File: src/rtl/uld_pkg.sv
// Package: shared constants for the underload status monitor.
// Assumes four stages in the fixed order HS1, LS1, HS2, LS2.
package uld_pkg;
    localparam int NUM_STAGES  = 4;
    localparam int REG_W       = 16;
    localparam int ADDR_W      = 8;
    localparam logic [ADDR_W-1:0] STATUS_ADDR = 8'h11;
    // Bit of stage 0; stage i lands at TOP_BIT - i.
    localparam int TOP_BIT     = 9;

    // Register bit position for a stage index.
    function automatic int stage_bit(input int idx);
        return TOP_BIT - idx;
    endfunction
endpackage

File: src/rtl/uld_filter.sv
// Module: per-stage qualification counter.
// Counts consecutive edges with stage on and current below threshold;
// pulses qual on every edge once FILT_CYCLES edges have been seen.
// Assumes FILT_CYCLES >= 1.
module uld_filter #(
    parameter int FILT_CYCLES = 16
) (
    input  logic clk,
    input  logic rst_n,
    input  logic stage_on,
    input  logic below,
    output logic qual
);
    localparam int CNT_W = (FILT_CYCLES > 1) ? $clog2(FILT_CYCLES) : 1;
    localparam logic [CNT_W-1:0] CNT_LAST = CNT_W'(FILT_CYCLES - 1);

    logic             cond;
    logic [CNT_W-1:0] cnt;

    // Condition under evaluation: only in on-mode.
    assign cond = stage_on & below;
    // Qualify when this edge completes the run.
    assign qual = cond & (cnt == CNT_LAST);

    // Count consecutive qualifying edges, saturating at the last value.
    always_ff @(posedge clk) begin
        if (!rst_n)         cnt <= '0;
        else if (!cond)     cnt <= '0;
        else if (cnt != CNT_LAST) cnt <= cnt + 1'b1;
    end

    assert_restart_R3: assert property (@(posedge clk) disable iff (!rst_n)
        !below |=> (cnt == '0));
    assert_off_restart_R2: assert property (@(posedge clk) disable iff (!rst_n)
        !stage_on |=> (cnt == '0) && !qual);
    assert_cnt_bound_R3: assert property (@(posedge clk) disable iff (!rst_n)
        cnt <= CNT_LAST);
endmodule

File: src/rtl/uld_sticky.sv
// Module: one sticky status flag with clear-on-read.
// A set request wins over a clear in the same cycle.
module uld_sticky (
    input  logic clk,
    input  logic rst_n,
    input  logic set_i,
    input  logic clr_i,
    output logic flag
);
    // Hold, clear on read, set on qualification (set has priority).
    always_ff @(posedge clk) begin
        if (!rst_n)      flag <= 1'b0;
        else if (set_i)  flag <= 1'b1;
        else if (clr_i)  flag <= 1'b0;
    end

    assert_set_wins_R6: assert property (@(posedge clk) disable iff (!rst_n)
        set_i |=> flag);
    assert_clear_R5: assert property (@(posedge clk) disable iff (!rst_n)
        (clr_i && !set_i) |=> !flag);
    assert_hold_R4: assert property (@(posedge clk) disable iff (!rst_n)
        (flag && !clr_i) |=> flag);
endmodule

File: src/rtl/uld_status_monitor.sv
// Module: top of the underload status monitor.
// One filter and one sticky flag per stage; the status word is read
// combinationally and cleared at the edge of a read at its address.
// Assumes the read strobe is a single-cycle pulse per access.
module uld_status_monitor #(
    parameter int FILT_CYCLES = 16
) (
    input  logic        clk,
    input  logic        rst_n,
    input  logic [3:0]  stage_on,
    input  logic [3:0]  below_thr,
    input  logic [3:0]  no_uld_mask,
    input  logic        rd_en,
    input  logic [7:0]  rd_addr,
    output logic [15:0] rd_data,
    output logic        uld_global
);
    import uld_pkg::*;

    logic [NUM_STAGES-1:0] qual;
    logic [NUM_STAGES-1:0] flags;
    logic                  rd_hit;
    logic [REG_W-1:0]      status_word;

    // Read decode for the status address.
    assign rd_hit = rd_en && (rd_addr == STATUS_ADDR);

    for (genvar g = 0; g < NUM_STAGES; g++) begin : g_stage
        uld_filter #(.FILT_CYCLES(FILT_CYCLES)) u_filt (
            .clk      (clk),
            .rst_n    (rst_n),
            .stage_on (stage_on[g]),
            .below    (below_thr[g]),
            .qual     (qual[g])
        );
        uld_sticky u_flag (
            .clk   (clk),
            .rst_n (rst_n),
            .set_i (qual[g]),
            .clr_i (rd_hit),
            .flag  (flags[g])
        );
    end

    // Place each stage flag at its register bit.
    always_comb begin
        status_word = '0;
        for (int i = 0; i < NUM_STAGES; i++)
            status_word[stage_bit(i)] = flags[i];
    end

    // Read data path: pre-clear value on a hit, zero otherwise.
    assign rd_data = rd_hit ? status_word : '0;

    // Global flag from unmasked stages.
    assign uld_global = |(flags & ~no_uld_mask);

    assert_global_fall_R7: assert property (@(posedge clk) disable iff (!rst_n)
        (rd_hit && !(|qual)) |=> (flags == '0));
    assert_miss_no_clear_R1: assert property (@(posedge clk) disable iff (!rst_n)
        (!rd_hit) |=> ((flags & $past(flags)) == $past(flags)));
    assert_reset_R8: assert property (@(posedge clk)
        !rst_n |=> (flags == '0));
endmodule

File: config.mk
export PLATFORM = sky130hd
export DESIGN_NAME = uld_status_monitor
export DESIGN_NICKNAME = d
export VERILOG_FILES = /design/src/rtl/uld_pkg.sv /design/src/rtl/uld_filter.sv /design/src/rtl/uld_sticky.sv /design/src/rtl/uld_status_monitor.sv
export SDC_FILE = /design/constraint.sdc
export NUM_CORES = 1
export LEC_CHECK = 0
export BUFFER_PORTS_ARGS = -buffer_cell sky130_fd_sc_hd__buf_2
export CAP_MARGIN = 20
export CORE_ASPECT_RATIO = 1.5
export CORE_MARGIN = 8
export CORE_UTILIZATION = 44
export CTS_BUF_LIST = sky130_fd_sc_hd__clkbuf_2 sky130_fd_sc_hd__clkbuf_4 sky130_fd_sc_hd__clkbuf_8
export CTS_CLUSTER_SIZE = 20
export DETAILED_ROUTE_END_ITERATION = 8
export GPL_TIMING_DRIVEN = 0
export PLACE_DENSITY = 0.75
export SKIP_CTS_REPAIR_TIMING = 1
export SLEW_MARGIN = 20
export SYNTH_ARGS = -nofsm -noshare
export SYNTH_HDL_FRONTEND = slang
export SYNTH_SLANG_ARGS = --single-unit
File: constraint.sdc
create_clock -name clk -period 1.1 [get_ports clk]
set_input_delay 0.11 -clock clk [delete_from_list [all_inputs] [get_ports clk]]
set_output_delay 0.11 -clock clk [all_outputs]
set_load 0.01 [all_outputs]
# --- Word level (Yosys, flattened, before mapping) ---
# Cells that the tools add are included.
totals:
  wordCells: 47
  output_inout_bits: 17
  register_bits: 20
op_classes:
  addsub: 4
  n_reduce_logical: 10
  bitwise: 10
  n_mux: 6
  eq_ne: 9
ops:
  columns: ["operator", "count"]
  rows:
  - ["$add 4x1->4 const B", 4]
  - ["$eq 4x4->1 const B", 4]
  - ["$ne 4x4->1 const B", 4]
  - ["$mux 10", 1]
  - ["$and 1x1->1", 8]
  - ["$eq 8x5->1 const B", 1]
  - ["$reduce_and 2->1", 4]
  - ["$reduce_bool 2->1", 4]
  - ["$mux 1", 5]
  - ["$and 4x4->4", 1]
  - ["$not 4->4", 1]
  - ["$reduce_or 4->1", 1]
  - ["$logic_and 1x1->1", 1]

# --- Depth between registers and ports, before layout ---
# Gate-level depths: netlist of the first run.
logic_depth:
  depth_word: 4
  ltp_mapped: 4
  ltp_nobuf: 4

# --- Hierarchy ---
# Synthesis of the first run repeated with hierarchy kept, for this count alone.
hier_totals:
  cells_unflattened: 126
  hier_area_um2: 1114.8
modules_own_cells:
  columns: ["module", "area_each_um2", "seq_area_each_um2", "cells_each", "n_inst"]
  rows:
  - ["uld_filter", 181.4, 80.1, 21, 4]
  - ["uld_status_monitor", 224.0, 0.0, 30, 1]
  - ["uld_sticky", 41.3, 20.0, 3, 4]

# --- Worst setup path after synthesis of the first run ---
# No wires, ideal clock.
synth_path:
  kind: "input port to output port"
  start: "input port rd_addr[5]"
  end: "output port rd_data[6]"
  required_time_ns: 0.990
  path_slack_ns: 0.005
  arrival_time_ns: 0.985
  path_buffers: 0
  stages: 3
  path_cell_list: "or3b_1 -> nor4_4 -> and2_1"
synth_between:
  elab_chain_cells: 3
synth_rtl:
  columns: ["element", "line", "source"]
  rows:
  - ["from (decl)", "uld_status_monitor.sv:14", "input logic [7:0] rd_addr,"]
  - ["$eq 8x5->1", "uld_status_monitor.sv:26", "assign rd_hit = rd_en && (rd_addr == STATUS_ADDR);"]
  - ["$logic_and 1x1->1", "uld_status_monitor.sv:26", null]
  - ["$mux 10", "uld_status_monitor.sv:53", "assign rd_data = rd_hit ? status_word : '0;"]
  - ["to (decl)", "uld_status_monitor.sv:15", "output logic [15:0] rd_data,"]
# No other way between the ends.

# --- Final worst setup path of the first run ---
layout_path:
  start: "input port rd_addr[7]"
  end: "output port rd_data[8]"
# The elaborated chain is that of the path after synthesis.

==> summary.txt, run 1 <==
Die
  • Starting Density: a little under half
  • Die Area: just over 4000 um^2
  • Core region area: 2210 um^2
  • Vert. Die Dim: 74.6 um
  • I/O pin total: 40
  • Row cnt: 21
  • Die Width: approximately 55 um

Timing
  • Final Hold Vio Count: 0
  • Unrepaired setup endpoints after global routing: yes
  • Post-route setup slack: -0.278 ns
  • Fmax: 0.725 GHz
  • Final setup fails: 5
  • Period utilisation layout: 125%
  • Clock Skew: 0.000942 ns
  • Max Slew Vio Count: 0
  • Final worst path period need: approximately 1.4 ns

Place
  • GP Congestion: 0.800
  • Dpl hpwl: approximately 1700 um
  • Placed insts: between 150 and 200
  • Port Buf Inserts: 26

Synth
  • Yosys reg bits: 20
  • Seq/Total Area, Yosys: ~40%
  • Commonest cells in the netlist: dfxtp_1 (20), nor2_1 (16), buf_4 (12), nand3_1 (12)
  • Area contributors post-synth: dfxtp_1 (40%), buf_4 (8.9%), nand3_1 (6.0%)
  • Syn Area/Cell: just under 9 um^2
  • Most instantiated library cell after synthesis: dfxtp_1
  • Top_reg_cell synth: dfxtp_1
  • Leading area contributor after synthesis: dfxtp_1
  • Post-Synthesis Cell Area: a little over 1000 um^2
  • FFs w/ async S/R, synth: 0%
  • Distinct cell type count after synthesis: 21
  • Post-synth EDFFs: 0
  • Gate Count Post-Synth: roughly 120
  • Share of the synthesized area in the top cell type: between 30% and 40%
  • Ys Warns: 0

Critical path
  • Critical Path Start: rd_addr[7]
  • Critical path startpoint category: input port
  • FF-to-FF Start: g_stage[2].u_filt.cnt[0]
  • R2r setup slk: ~0.040 ns
  • Crit path cell chain: buf_6 > or3b_4 > nor4_4 > buf_4 > and2_1 > buf_2
  • Stages on worst setup path: 6
  • Setup CP Type: in -> out
  • Critical path's top delay family: simple AND/OR/NAND/NOR gates
  • FF-to-FF path depth: 4
  • Crit path buffers/inverters: 3
  • Critical Path Slowest Stage Cell: or3b_4
  • Crit path DAT: about 1.3 ns
  • Critical Path End: rd_data[8]
  • Crit path max fanout: 7
  • Capturing point of the worst reg2reg path: g_stage[2].u_filt.cnt[1]
  • Critical Path RT: 0.99 ns
  • Slowest cell delay on critical path: about 0.40 ns
  • Crit path capture type: output port

Clock tree
  • Total CTS buffers: 3
  • CTS HTree Levels: 1
  • Clock Latency Late Sink: roughly 0.29 ns
  • CTS tree: yes
  • Max clock buf depth: 2
  • TritonCTS Sinks: 20
  • Clock root buffer: clkbuf_4
  • Clock transition at path regs: 0.10 ns

Finish
  • Final net count: 186
  • Area grow syn2layout: 37.3%
  • Finished Layout Cells: 180
  • Layout cell share with drive strength beyond 1: between 40 and 50%
  • Core Util, Final: 62.6%
  • # diodes: 0

Route
  • 1st-iter DRT viols: 6
  • Routed WL: roughly 2300 um
  • Via count: ~900
  • Vias per std cell: about 5.0
  • Remaining antenna violation count: 0
  • Wire per inst: approximately 13 um
  • Post-route DRC violation count: 0
  • Pre-antenna DRT Iters: 4

GRT
  • Number of global-route vias before repair: 783
  • First-pass GRT wire length: approximately 3000 um
  • Pin count of the biggest net entering global routing: 11
  • Grt ovf: 0
  • Antenna violations before repair: 0
  • All-Layer GR Usage: a little under a tenth

Run status
  • Status: finished with violations
  • Failing checks: setup timing

Job
  • MaxCap Viol Count: 0

Power
  • Lkg Pwr: approximately 0.60 nW
  • Max VDD drop: just over 0.0007 V
  • Pwr per Cell Area: about 900 nW/um^2

Worst hold path
  • Worst hold path type: in -> reg
[layer usage]
metal	track usage, %	vias to the layer above	wire length (um)
met2	16.4	42	1070
li1	-	459	-
met1	9.97	391	863
met5	0	-	0
met3	3.20	4	284
met4	3.22	0	27
[cells by family (layout without fill, tap and decap cells)]
group / Yosys count / count (layout) / share of synthesized area (%)
buf+inv: 17 / 48 / 10.8
xor+xnor: 4 / 4 / 3.48
other cells: 1 / 12 / 0.372
flops: 20 / 20 / 39.8
fa+ha+maj: 4 / 4 / 4.97
mux: 4 / 4 / 3.98
compound gates: 10 / 10 / 6.58
simple gates: 55 / 55 / 30.1
[worst register-to-register path, delay by kind of cell, from the launching register on]
family / cells / cell delay, ns
adders and majority gates: 1 / 0.23
and+or+nand+nor: 2 / 0.16
muxes: 1 / 0.17
DFF: 1 / 0.39
[metrics by stage]
stage / instance area, um^2 / hold slack (ns) / power (mW) / setup slack [ns] / TNS, ns
final: 1380 / 0.147 / 1.22 / -0.278 / -1.16
after global routing: 1380 / 0.172 / 1.27 / -0.304 / -1.32
after CTS: 1230 / 0.120 / 1.21 / -0.297 / -1.68
after detailed placement: 1210 / 0.422 / 0.889 / -0.295 / -1.86
after global placement: 1210 / 0.411 / 0.885 / -0.284 / -1.43
after floorplan: 1050 / 0.272 / 0.840 / 0.00499 / 0
[worst min path at each step]
stage / depth (start not counted) / startpoint / to / slack, ns
after global placement: 3 / rd_addr[3] / g_stage[0].u_flag.flag / 0.41
final: 3 / below_thr[3] / g_stage[3].u_filt.cnt[0] / 0.15
after global routing: 3 / below_thr[2] / g_stage[2].u_filt.cnt[0] / 0.17
after floorplan: 2 / rd_addr[3] / g_stage[0].u_flag.flag / 0.27
after CTS: 3 / rd_addr[2] / g_stage[1].u_flag.flag / 0.12
after detailed placement: 3 / rd_addr[2] / g_stage[1].u_flag.flag / 0.42
[report_power, final]
part | total, mW | switching, mW | internal, mW
Clock | 0.335 | 0.207 | 0.127
Combinational | 0.145 | 0.0645 | 0.0805
Sequential | 0.740 | 0.0119 | 0.728
Total | 1.22 | 0.284 | 0.936
[sequential cells by signal, summed over array words and instances, names as in the netlist]
register and flops:
g_stage.u_flag.flag 4, g_stage.u_filt.cnt 16
[cells in the final DEF (no fill, tap or decap), types with 3 or more instances in the layout]
| cell | synthesis | routed |
|---|---|---|
| buf_6 | 0 | 3 |
| nor2_1 | 16 | 16 |
| buf_4 | 12 | 14 |
| conb_1 | 1 | 12 |
| dfxtp_2 | 0 | 7 |
| nand3_1 | 12 | 8 |
| clkbuf_4 | 0 | 3 |
| dfxtp_4 | 0 | 3 |
| nor3_1 | 8 | 8 |
| a31oi_1 | 4 | 4 |
| o22ai_1 | 4 | 4 |
| nor3b_1 | 4 | 4 |
| buf_2 | 0 | 23 |
| mux2i_1 | 4 | 4 |
| inv_1 | 4 | 4 |
| nand2_1 | 8 | 8 |
| dfxtp_1 | 20 | 10 |
[cell type report]
cell class	instances	area, um^2
Timing Repair Buffer	28	164
Fill cell	191	825
Multi-Input combinational cell	89	638
Buffer	13	93.8
Clock buffer	3	22.5
Tap cell	23	28.8
Sequential cell	20	420
Inverter	4	15.0
(Power assumes the default switching activity.)
==> run 2: changes to the inputs <==
--- a/config.mk
+++ b/config.mk
@@ -7,7 +7,6 @@
 export LEC_CHECK = 0
 export BUFFER_PORTS_ARGS = -buffer_cell sky130_fd_sc_hd__buf_2
 export CAP_MARGIN = 20
-export CORE_ASPECT_RATIO = 1.5
 export CORE_MARGIN = 8
 export CORE_UTILIZATION = 44
 export CTS_BUF_LIST = sky130_fd_sc_hd__clkbuf_2 sky130_fd_sc_hd__clkbuf_4 sky130_fd_sc_hd__clkbuf_8
==> run 2 against run 1 <==
Against the previous run:
- the flow still finishes with violations (setup timing)
- die area decreased by 0.77%
- register-to-register slack improved by 0.04 ns
- routed wire length increased by 9.1%
- non-clock buffer count unchanged
- design area increased by 3.9%
- power increased by 22%
- utilization increased by 2.9 points
- maximum frequency decreased by 1.5%
- clock skew increased by 0.0070 ns
- final cell count increased by 3.3%
- critical path type unchanged
==> summary.txt, run 2 (synthesis gave the netlist of run 1 again) <==
Power
  • Max VDD drop: 0.000771 V (+7.6%)
  • Lkg Pwr: 0.614 nW (+1.7%)
  • Pwr per Cell Area: 1030 nW/um^2 (+17%)
  • Final Total Pwr: 1.48 mW (+22%)

Route
  • Pre-antenna DRT Iters: 4 (unchanged)
  • Wire per inst: 13.2 um (+5.6%)
  • Post-route DRC violation count: 0 (unchanged)
  • Routed WL: 2460 um (+9.1%)
  • Vias per std cell: 5.02 (+0.88%)
  • Remaining antenna violation count: 0 (unchanged)
  • 1st-iter DRT viols: 15 (+9)
  • Via count: 934 (+4.2%)

GRT
  • Grt ovf: 0 (unchanged)
  • GRT met1 Usage: 10.8% (+0.88 points)
  • Busiest grt layer: met2
  • Antenna violations before repair: 0 (unchanged)
  • Grt met2 use: 20.3% (+4.0 points)
  • All-Layer GR Usage: 10.9% (+1.5 points)
  • Number of global-route vias before repair: 919 (+17%)
  • GR Util met3: 3.48% (+0.28 points)
  • First-pass GRT wire length: 3770 um (+23%)
  • Pin count of the biggest net entering global routing: 13 (+2)

Finish
  • Final net count: 186 (unchanged)
  • # diodes: 0 (unchanged)
  • Max reg flops: 16 (unchanged)
  • Area grow syn2layout: 42.6%
  • Layout cell share with drive strength beyond 1: 44.3% (-0.28 points)
  • Core Util, Final: 65.6% (+2.9 points)
  • Most common cell after layout, fill and taps aside: buf_2
  • Reg with most FFs: g_stage.u_filt.cnt
  • Fillers: 180 (-5.8%)
  • Biggest regs: g_stage.u_filt.cnt: 16 flops, g_stage.u_flag.flag: 4 flops
  • Commonest cells after routing, fill and taps aside: buf_2 (21), nor2_1 (16), buf_4 (14), conb_1 (12), dfxtp_1 (11)
  • Finished Layout Cells: 186 (+3.3%)

Critical path
  • Setup CP Type: in -> out
  • FF-to-FF Start: g_stage[0].u_filt.cnt[0]
  • Capturing point of the worst reg2reg path: g_stage[0].u_filt.cnt[1]
  • Crit path DAT: 1.29 ns (+0.02 ns)
  • Critical Path RT: 0.99 ns (about the same)
  • FF-to-FF path depth: 4 (unchanged)
  • Crit path capture type: output port
  • Critical path startpoint category: input port
  • Crit path max fanout: 7 (unchanged)
  • R2r setup slk: 0.08 ns (+0.04 ns)

Clock tree
  • Clock root buffer: clkbuf_4
  • TritonCTS Sinks: 20 (unchanged)
  • Clock transition at path regs: 0.12 ns (+0.02 ns)
  • Clock Latency Late Sink: 0.30 ns (about the same)
  • Max clock buf depth: 2 (unchanged)
  • Total CTS buffers: 3 (unchanged)
  • CTS HTree Levels: 1 (unchanged)
  • CTS tree: yes

Timing
  • Fmax: 0.714 GHz (-1.5%)
  • Period utilisation layout: 127% (+1.9 points)
  • Final Hold Vio Count: 0 (unchanged)
  • Post-route setup slack: -0.300 ns (-0.0214 ns)
  • Worst hold slack: 0.145 ns (-0.00209 ns)
  • Final worst path period need: 1.40 ns (+0.0214 ns)
  • Final setup fails: 5 (unchanged)
  • Unrepaired setup endpoints after global routing: yes
  • Max Slew Vio Count: 0 (unchanged)
  • Clock Skew: 0.00797 ns (+0.00703 ns)

Job
  • MaxCap Viol Count: 0 (unchanged)

Die
  • Die Area: 4080 um^2 (-0.77%)
  • Core region area: 2190 um^2 (-0.74%)
  • Die Width: 63.8 um (+16%)
  • Starting Density: 46.0% (+0.34 points)
  • Row cnt: 17 (-19%)
  • Vert. Die Dim: 63.8 um (-14%)
  • I/O pin total: 40 (unchanged)

Place
  • Port Buf Inserts: 26 (unchanged)
  • Dpl hpwl: 1800 um (+3.4%)
  • Pre-CTS setup slack: -0.309 ns (-0.0142 ns)
  • Placed insts: 180 (+2.9%)
  • GP Congestion: 0.785 (-1.9%)

Worst hold path
  • Hold Crit Depth: 3 (unchanged)
  • Worst hold path type: in -> reg
  • Worst Hold End: g_stage[0].u_filt.cnt[0]
  • Hold Path Origin: below_thr[0]

Run status
  • Failing checks: setup timing
  • Status: finished with violations
==> run 2: cell count changes in the layout (fill, tap and decap cells not counted), moves of 2 or more <==
| cell | delta |
|---|---|
| and2_1 | -2 |
| and2_4 | +2 |
| buf_2 | -2 |
| buf_6 | +2 |
| dfxtp_2 | -2 |
| ha_2 | -2 |
| ha_4 | +2 |
==> run 2: layer usage <==
metal | wire, um | up-vias | share of wire [%]
met3 | 191 | 4 | 7.8
met4 | 34 | 0 | 1.4
li1 | - | 463 | -
met2 | 1310 | 43 | 53
met5 | 0 | - | 0
met1 | 918 | 424 | 37
==> run 2: worst max path at each step <==
stage / startpoint / to / slack (ns)
3_3_place_gp: rd_addr[5] / rd_data[6] / -0.32
5_1_grt: rd_addr[7] / rd_data[8] / -0.33
6_report: rd_addr[7] / rd_data[8] / -0.30
3_5_place_dp: rd_addr[5] / rd_data[6] / -0.31
2_1_floorplan: rd_addr[5] / rd_data[6] / 0.005
4_1_cts: rd_addr[5] / rd_data[6] / -0.31
==> run 2: stage by stage <==
step	area [um^2]	TNS, ns
2_1_floorplan	1050	0
3_3_place_gp	1210	-1.88
3_5_place_dp	1210	-2.11
4_1_cts	1270	-1.95
5_1_grt	1440	-1.46
6_report	1440	-1.29
==> run 2: where the power goes <==
part           internal [mW]  switching, mW  leakage [nW]
Clock                  0.368          0.231        0.0279
Sequential             0.727         0.0138         0.167
Combinational         0.0810         0.0637         0.419
==> run 2: cell type report <==
type	count	area (um^2)	area share, %
Timing Repair Buffer	28	176	12.3
Multi-Input combinational cell	89	642	44.7
Inverter	4	15.0	1.05
Tap cell	28	35.0	2.44
Clock inverter	1	30.0	2.09
Clock buffer	3	22.5	1.57
Sequential cell	20	422	29.4
Buffer	13	93.8	6.53
==> run 2: critical path: stages <==
cell    delay [ns]
buf_6         0.09
or3b_4        0.40
nor4_4        0.26
buf_4         0.19
and2_4        0.15
buf_6         0.09
